--- src/rtl/thr_sweep_pkg.sv ---
package thr_sweep_pkg;

  typedef enum logic [2:0] {
    ST_IDLE    = 3'd0,
    ST_REQUEST = 3'd1,
    ST_WAIT    = 3'd2,
    ST_COMPARE = 3'd3,
    ST_STEP    = 3'd4,
    ST_DONE    = 3'd5
  } sweep_state_t;

  // Strobes from the sequencer to the datapath.
  typedef struct packed {
    logic initAll;
    logic latchResult;
    logic doCompare;
    logic stepThr;
  } sweep_strobe_t;

endpackage

--- src/rtl/thr_sweep_ctrl.sv ---
module thr_sweep_ctrl
  import thr_sweep_pkg::*;
(
  input  logic          clk,
  input  logic          rstN,
  input  logic          start,
  input  logic          resultValid,
  input  logic          lastThr,
  output sweep_strobe_t strobe,
  output logic          request,
  output logic          done,
  output logic          oe
);

  sweep_state_t stCur, stNext;
  logic oeQ;

  always_comb begin
    stNext = stCur;
    strobe = '0;
    unique case (stCur)
      ST_IDLE, ST_DONE: begin
        if (start) begin
          strobe.initAll = 1'b1;
          stNext = ST_REQUEST;
        end
      end
      ST_REQUEST: stNext = ST_WAIT;
      ST_WAIT: begin
        if (resultValid) begin
          strobe.latchResult = 1'b1;
          stNext = ST_COMPARE;
        end
      end
      ST_COMPARE: begin
        strobe.doCompare = 1'b1;
        stNext = lastThr ? ST_DONE : ST_STEP;
      end
      ST_STEP: begin
        strobe.stepThr = 1'b1;
        stNext = ST_REQUEST;
      end
      default: stNext = ST_IDLE;
    endcase
  end

  always_ff @(posedge clk) begin
    if (!rstN) begin
      stCur <= ST_IDLE;
      oeQ   <= 1'b0;
    end else begin
      stCur <= stNext;
      oeQ   <= (stNext == ST_DONE) && (stCur != ST_DONE);
    end
  end

  assign request = (stCur == ST_REQUEST) || (stCur == ST_WAIT);
  assign done    = (stCur == ST_DONE);
  assign oe      = oeQ;

  // done holds until a start is seen
  assert_done_hold_R7: assert property (@(posedge clk) disable iff (!rstN)
    (done && !start) |=> done);

  // output enable is a single-cycle pulse inside done
  assert_oe_single_R8: assert property (@(posedge clk) disable iff (!rstN)
    oe |=> !oe);
  assert_oe_in_done_R8: assert property (@(posedge clk) disable iff (!rstN)
    oe |-> done);

  // request drops before the threshold advances
  assert_req_low_step_R3: assert property (@(posedge clk) disable iff (!rstN)
    strobe.stepThr |-> !request);

  // a start seen while waiting does not leave the wait
  assert_start_ignored_R9: assert property (@(posedge clk) disable iff (!rstN)
    (stCur == ST_WAIT && !resultValid) |=> request);

endmodule

--- src/rtl/thr_sweep_datapath.sv ---
module thr_sweep_datapath
  import thr_sweep_pkg::*;
#(
  parameter int DATA_W   = 8,
  parameter int IDX_W    = 8,
  parameter int THR_INIT = 0,
  parameter int THR_STEP = 16,
  parameter int THR_MAX  = 200
) (
  input  logic              clk,
  input  logic              rstN,
  input  sweep_strobe_t     strobe,
  input  logic [IDX_W-1:0]  resultIdx,
  output logic [DATA_W-1:0] curThr,
  output logic [DATA_W-1:0] bestThr,
  output logic [IDX_W-1:0]  bestIdx,
  output logic              lastThr
);

  localparam int SUM_W = DATA_W + 1;
  localparam logic [DATA_W-1:0] INIT_V = DATA_W'(THR_INIT);
  localparam logic [DATA_W-1:0] STEP_V = DATA_W'(THR_STEP);
  localparam logic [SUM_W-1:0]  STEP_W = SUM_W'(THR_STEP);
  localparam logic [SUM_W-1:0]  MAX_W  = SUM_W'(THR_MAX);

  logic [IDX_W-1:0] heldIdx;
  logic [SUM_W-1:0] nextThrWide;
  logic             improves;

  assign nextThrWide = {1'b0, curThr} + STEP_W;
  assign lastThr     = nextThrWide > MAX_W;
  assign improves    = heldIdx > bestIdx;

  always_ff @(posedge clk) begin
    if (!rstN) begin
      curThr  <= INIT_V;
      bestThr <= INIT_V;
      bestIdx <= '0;
      heldIdx <= '0;
    end else begin
      if (strobe.initAll) begin
        curThr  <= INIT_V;
        bestThr <= INIT_V;
        bestIdx <= '0;
      end
      if (strobe.latchResult) heldIdx <= resultIdx;
      if (strobe.doCompare && improves) begin
        bestIdx <= heldIdx;
        bestThr <= curThr;
      end
      if (strobe.stepThr) curThr <= curThr + STEP_V;
    end
  end

  // the best index never decreases within a sweep
  assert_best_monotonic_R5: assert property (@(posedge clk) disable iff (!rstN)
    !strobe.initAll |=> bestIdx >= $past(bestIdx));

  // each step adds exactly the configured increment
  assert_step_size_R6: assert property (@(posedge clk) disable iff (!rstN)
    strobe.stepThr |=> curThr == $past(curThr) + STEP_V);

  // best pair only moves on a compare or a restart
  assert_best_quiet_R4: assert property (@(posedge clk) disable iff (!rstN)
    (!strobe.doCompare && !strobe.initAll) |=> $stable(bestThr));

endmodule

--- src/rtl/thr_sweep_top.sv ---
module thr_sweep_top
  import thr_sweep_pkg::*;
#(
  parameter int DATA_W   = 8,
  parameter int IDX_W    = 8,
  parameter int THR_INIT = 0,
  parameter int THR_STEP = 16,
  parameter int THR_MAX  = 200
) (
  input  logic              clk,
  input  logic              rstN,
  input  logic              start,
  input  logic              resultValid,
  input  logic [IDX_W-1:0]  resultIdx,
  output logic              request,
  output logic              done,
  output logic              oe,
  output logic [DATA_W-1:0] curThr,
  output logic [DATA_W-1:0] bestThr,
  output logic [IDX_W-1:0]  bestIdx
);

  sweep_strobe_t strobe;
  logic          lastThr;

  thr_sweep_ctrl u_ctrl (
    .clk         (clk),
    .rstN        (rstN),
    .start       (start),
    .resultValid (resultValid),
    .lastThr     (lastThr),
    .strobe      (strobe),
    .request     (request),
    .done        (done),
    .oe          (oe)
  );

  thr_sweep_datapath #(
    .DATA_W   (DATA_W),
    .IDX_W    (IDX_W),
    .THR_INIT (THR_INIT),
    .THR_STEP (THR_STEP),
    .THR_MAX  (THR_MAX)
  ) u_dp (
    .clk       (clk),
    .rstN      (rstN),
    .strobe    (strobe),
    .resultIdx (resultIdx),
    .curThr    (curThr),
    .bestThr   (bestThr),
    .bestIdx   (bestIdx),
    .lastThr   (lastThr)
  );

  // reset leaves every handshake output low
  assert_reset_quiet_R1: assert property (@(posedge clk)
    !rstN |=> (!request && !done && !oe));

endmodule

--- config.mk ---
export PLATFORM = sky130hd
export DESIGN_NAME = thr_sweep_top
export DESIGN_NICKNAME = d
export VERILOG_FILES = /design/src/rtl/thr_sweep_pkg.sv /design/src/rtl/thr_sweep_ctrl.sv /design/src/rtl/thr_sweep_datapath.sv /design/src/rtl/thr_sweep_top.sv
export SDC_FILE = /design/constraint.sdc
export NUM_CORES = 1
export LEC_CHECK = 0
export BUFFER_PORTS_ARGS = -buffer_cell sky130_fd_sc_hd__buf_2
export CORE_MARGIN = 5
export CORE_UTILIZATION = 35
export CTS_BUF_LIST = sky130_fd_sc_hd__clkbuf_16
export DETAILED_ROUTE_END_ITERATION = 8
export REMOVE_ABC_BUFFERS = 1
export SLEW_MARGIN = 25
export SYNTH_ARGS = -nofsm -noshare
export SYNTH_HDL_FRONTEND = slang
export SYNTH_SLANG_ARGS = --single-unit
--- constraint.sdc ---
create_clock -name clk -period 2 [get_ports clk]
set_input_delay 0.2 -clock clk [delete_from_list [all_inputs] [get_ports clk]]
set_output_delay 0.2 -clock clk [all_outputs]
set_load 0.01 [all_outputs]
==> results by group <==
Timing
  – Worst slew pin tran: 542.0 ps
  – Setup_tns: 0 ps
  – RSZ-0062 raised after global routing: no
  – Fin. max-slew vios: 0
  – Min Hold Slack: 182.2 ps
  – Fin crit period: 1689 ps
  – Final worst setup slack: 311.4 ps
  – Slew headroom: 0.6386
  – Setup violations, final: 0
  – Worst Skew: 2.642 ps
  – Crit share post-route: 0.8443
  – Hold Fails Final Rpt: 0
  – Fmax: a little under 600 MHz

Floorplan
  – Cell Rows: 24
  – Initial Utilization: 0.3550
  – # IOs: 39
  – Core footprint: 4264 um^2
  – Die height: 75.77 um
  – Die Area: 5741 um^2
  – Die width: approximately 76 um

Clocking
  – Setup bufs post-CTS: 0
  – Sinks on Clock Net: 29
  – CTS max path bufs: 2
  – CTS HTree Levels: 2
  – CTS tree: yes
  – TritonCTS buffer count: 5
  – CTS resizes: 0
  – Hold-fix buffers at CTS: 0
  – Insertion delay to the later sink of the worst-skew pair: 270 ps
  – Worst-path clk slew: ~50 ps
  – CTS root buffer: clkbuf_16

Route
  – ANT nets after route: 0
  – Drt wl/cell: around 12 um
  – Starting DRT DRC Count: 25
  – DR vias: 1231
  – Pre-antenna DRT Iters: 4
  – Drt via density: 4.753
  – Detailed-route wire length: 3115 um
  – DRC viols: 0

Power and ir drop
  – Int Pwr: 1.100 mW
  – NetSw: around 0.34 mW
  – LEAKAGE: 0.8692 nW
  – Seq pwr share: 0.424
  – Clock power share: 0.481
  – PD cells: about 800 nW/um^2
  – Switching share of power: 0.2351
  – Max VDD drop: about 350 uV
  – Combinational group share of total power: 0.094

Layout
  – Commonest non-fill, non-tap cell in the layout: buf_2
  – Most frequent cells in the layout: buf_2 (34), dfxtp_1 (29), nand2_1 (26)
  – Share of layout cells above drive strength 1: 0.2271
  – Area Growth Syn to Fin: 21.57%
  – Nets: 227
  – N_diodes: 0

Placed design
  – Placement Setup Slack: 309.2 ps
  – RD Place Congestion: 0.7550
  – Port-buffer cells: 34
  – Post-DP HPWL: 2195 um

Critical path
  – FF-to-FF End: u_dp.bestIdx[1]$_SDFFE_PN0P_
  – Crit path cell chain: inv_1 -> ha_1 -> nor2b_1 -> o211ai_1 -> a211oi_2 -> nor2_2 -> buf_4 -> mux2i_1
  – Critical Path RT: 2200 ps
  – Worst Reg-to-Reg Cells: 8
  – CP Max Fanout: 10
  – FF-to-FF Start: u_dp.bestIdx[1]$_SDFFE_PN0P_
  – CP startpoint kind: flip-flop
  – Max stage delay on crit path: ~350 ps
  – CP delay by family, top: flip-flops
  – Critical Path AT: 1890 ps
  – CP max-delay cell: dfxtp_1
  – WS Path Type: reg -> reg
  – Crit end category: flip-flop
  – Reg-to-reg slack, setup: just over 300 ps
  – Crit path buf inv count: 2

Synthesis
  – #FFs+latches synth: 29
  – Ys Warns: 0
  – Syn Inst Count: 172
  – Avg Synthesized Cell Area: 8.802 um^2
  – Register area share after synthesis: 0.3835
  – Synthesized area: 1514 um^2
  – Netlist cell types: 35

Worst hold path
  – Worst hold stages: 3
  – Hold Path Origin: resultIdx[4]
  – Worst Hold Path EP: u_dp.heldIdx[4]$_SDFFE_PN0P_
  – Hold Crit Class: in -> reg

Global route
  – Congestion Overflow GR: 0
  – Vias in the first global route: ~1.1k
  – First-pass GRT wire length: around 5100 um
  – Largest net degree at the start of global routing: 29
  – Initial antenna violation count: 0
  – All-Layer GR Usage: 0.1192

Run status
  – Status: finished, final reports clean

Job
  – Max Cap Viol: 0
cells in the mapped netlist:
master | instances | area share
a41oi_1 | 1 | 0.0058
a22oi_1 | 1 | 0.0050
a32o_1 | 1 | 0.0066
o21ai_0 | 5 | 0.017
buf_2 | 2 | 0.0066
clkbuf_1 | 3 | 0.0074
o211ai_1 | 1 | 0.0050
nor2b_1 | 11 | 0.045
nor2_1 | 10 | 0.025
mux2i_1 | 19 | 0.13
buf_4 | 8 | 0.040
a21o_1 | 1 | 0.0050
dfxtp_1 | 29 | 0.38
and3_1 | 4 | 0.017
nor2_2 | 1 | 0.0041
xor2_1 | 1 | 0.0058
a21boi_0 | 2 | 0.0099
or3_1 | 1 | 0.0041
nand2_1 | 26 | 0.064
buf_6 | 1 | 0.0074
a211oi_2 | 1 | 0.0083
o31a_1 | 1 | 0.0058
and3b_1 | 1 | 0.0058
a311oi_1 | 1 | 0.0058
conb_1 | 1 | 0.0025
nand3b_1 | 1 | 0.0050
xnor2_1 | 1 | 0.0058
nand2b_1 | 6 | 0.025
nand4_1 | 2 | 0.0083
inv_1 | 11 | 0.027
and2_1 | 1 | 0.0041
ha_1 | 9 | 0.074
a21oi_1 | 5 | 0.017
maj3_1 | 1 | 0.0066
nor3b_1 | 2 | 0.0099
cell families (layout without fill, tap and decap cells):
group,Yosys count,count (layout),share of synthesized area
AO/OA/AOI/OAI,20,20,0.09008
AND/OR/NAND/NOR,66,66,0.2174
XOR/XNOR,2,2,0.01157
adder cells (fa/ha/maj),10,10,0.08099
flip-flops,29,29,0.3835
buffers and inverters,25,57,0.08843
other,1,4,0.002477
multiplexers,19,19,0.1256
worst register-to-register path, cell delays in order, from the launching register on:
cell      delay [ps]
dfxtp_1          350
inv_1             50
ha_1             290
nor2b_1          130
o211ai_1         190
a211oi_2         100
nor2_2           100
buf_4            220
mux2i_1          190
through the flow:
| stage | util | cells | instance area (um^2) | power [mW] |
|---|---|---|---|---|
| 2_1_floorplan | - | 161 | 1433 | 0.7052 |
| 3_3_place_gp | 0.3994 | 251 | 1703 | 0.7563 |
| 3_5_place_dp | 0.3994 | 251 | 1703 | 0.7574 |
| 4_1_cts | 0.4316 | 259 | 1841 | 1.453 |
| 5_1_grt | 0.4316 | 259 | 1841 | 1.509 |
| 6_report | 0.4316 | 259 | 1841 | 1.439 |
flip-flops by register name (all words and copies together) (netlist names):
name,cells
u_dp.heldIdx,8
u_dp.bestThr,5
u_ctrl.oe,1
u_dp.bestIdx,8
u_ctrl.stCur,3
u_dp.curThr,4
how the worst max path moves through the flow:
stage | from | end | slack [ps] | cells after the start
after global placement | u_dp.bestIdx[3]$_SDFFE_PN0P_ | u_dp.bestThr[6]$_SDFFE_PN0P_ | 330 | 8
after detailed placement | u_dp.bestIdx[6]$_SDFFE_PN0P_ | u_dp.bestIdx[2]$_SDFFE_PN0P_ | 310 | 8
after global routing | u_dp.bestIdx[3]$_SDFFE_PN0P_ | u_dp.bestIdx[2]$_SDFFE_PN0P_ | 100 | 8
after floorplan | u_ctrl.stCur[2]$_SDFF_PN0_ | u_dp.heldIdx[1]$_SDFFE_PN0P_ | 90 | 4
after CTS | u_dp.bestIdx[6]$_SDFFE_PN0P_ | u_dp.bestIdx[0]$_SDFFE_PN0P_ | 290 | 8
final | u_dp.bestIdx[1]$_SDFFE_PN0P_ | u_dp.bestIdx[1]$_SDFFE_PN0P_ | 310 | 8
power by group through the flow:
stage,Clock (mW),Sequential (mW),Combinational [mW]
floorplan,0,0.617,0.0886
finish,0.693,0.610,0.136
global route,0.743,0.612,0.153
CTS,0.706,0.610,0.137
detailed placement,0,0.621,0.136
global placement,0,0.621,0.135
layer usage:
metal / vias up / GRT usage / wire length (um)
li1: 631 / - / -
met1: 550 / 0.1495 / 1496
met2: 41 / 0.1730 / 1278
met3: 9 / 0.03562 / 243
met4: 0 / 0.08350 / 97
met5: - / 0 / 0
cell type report:
class	count	area [um^2]
Multi-Input combinational cell	121	815.8
Clock inverter	3	12.51
Timing Repair Buffer	38	200.2
Fill cell	442	2424
Clock buffer	5	125.1
Tap cell	52	65.06
Sequential cell	29	580.6
Inverter	11	41.29
Power figures use the tool's default switching activity.
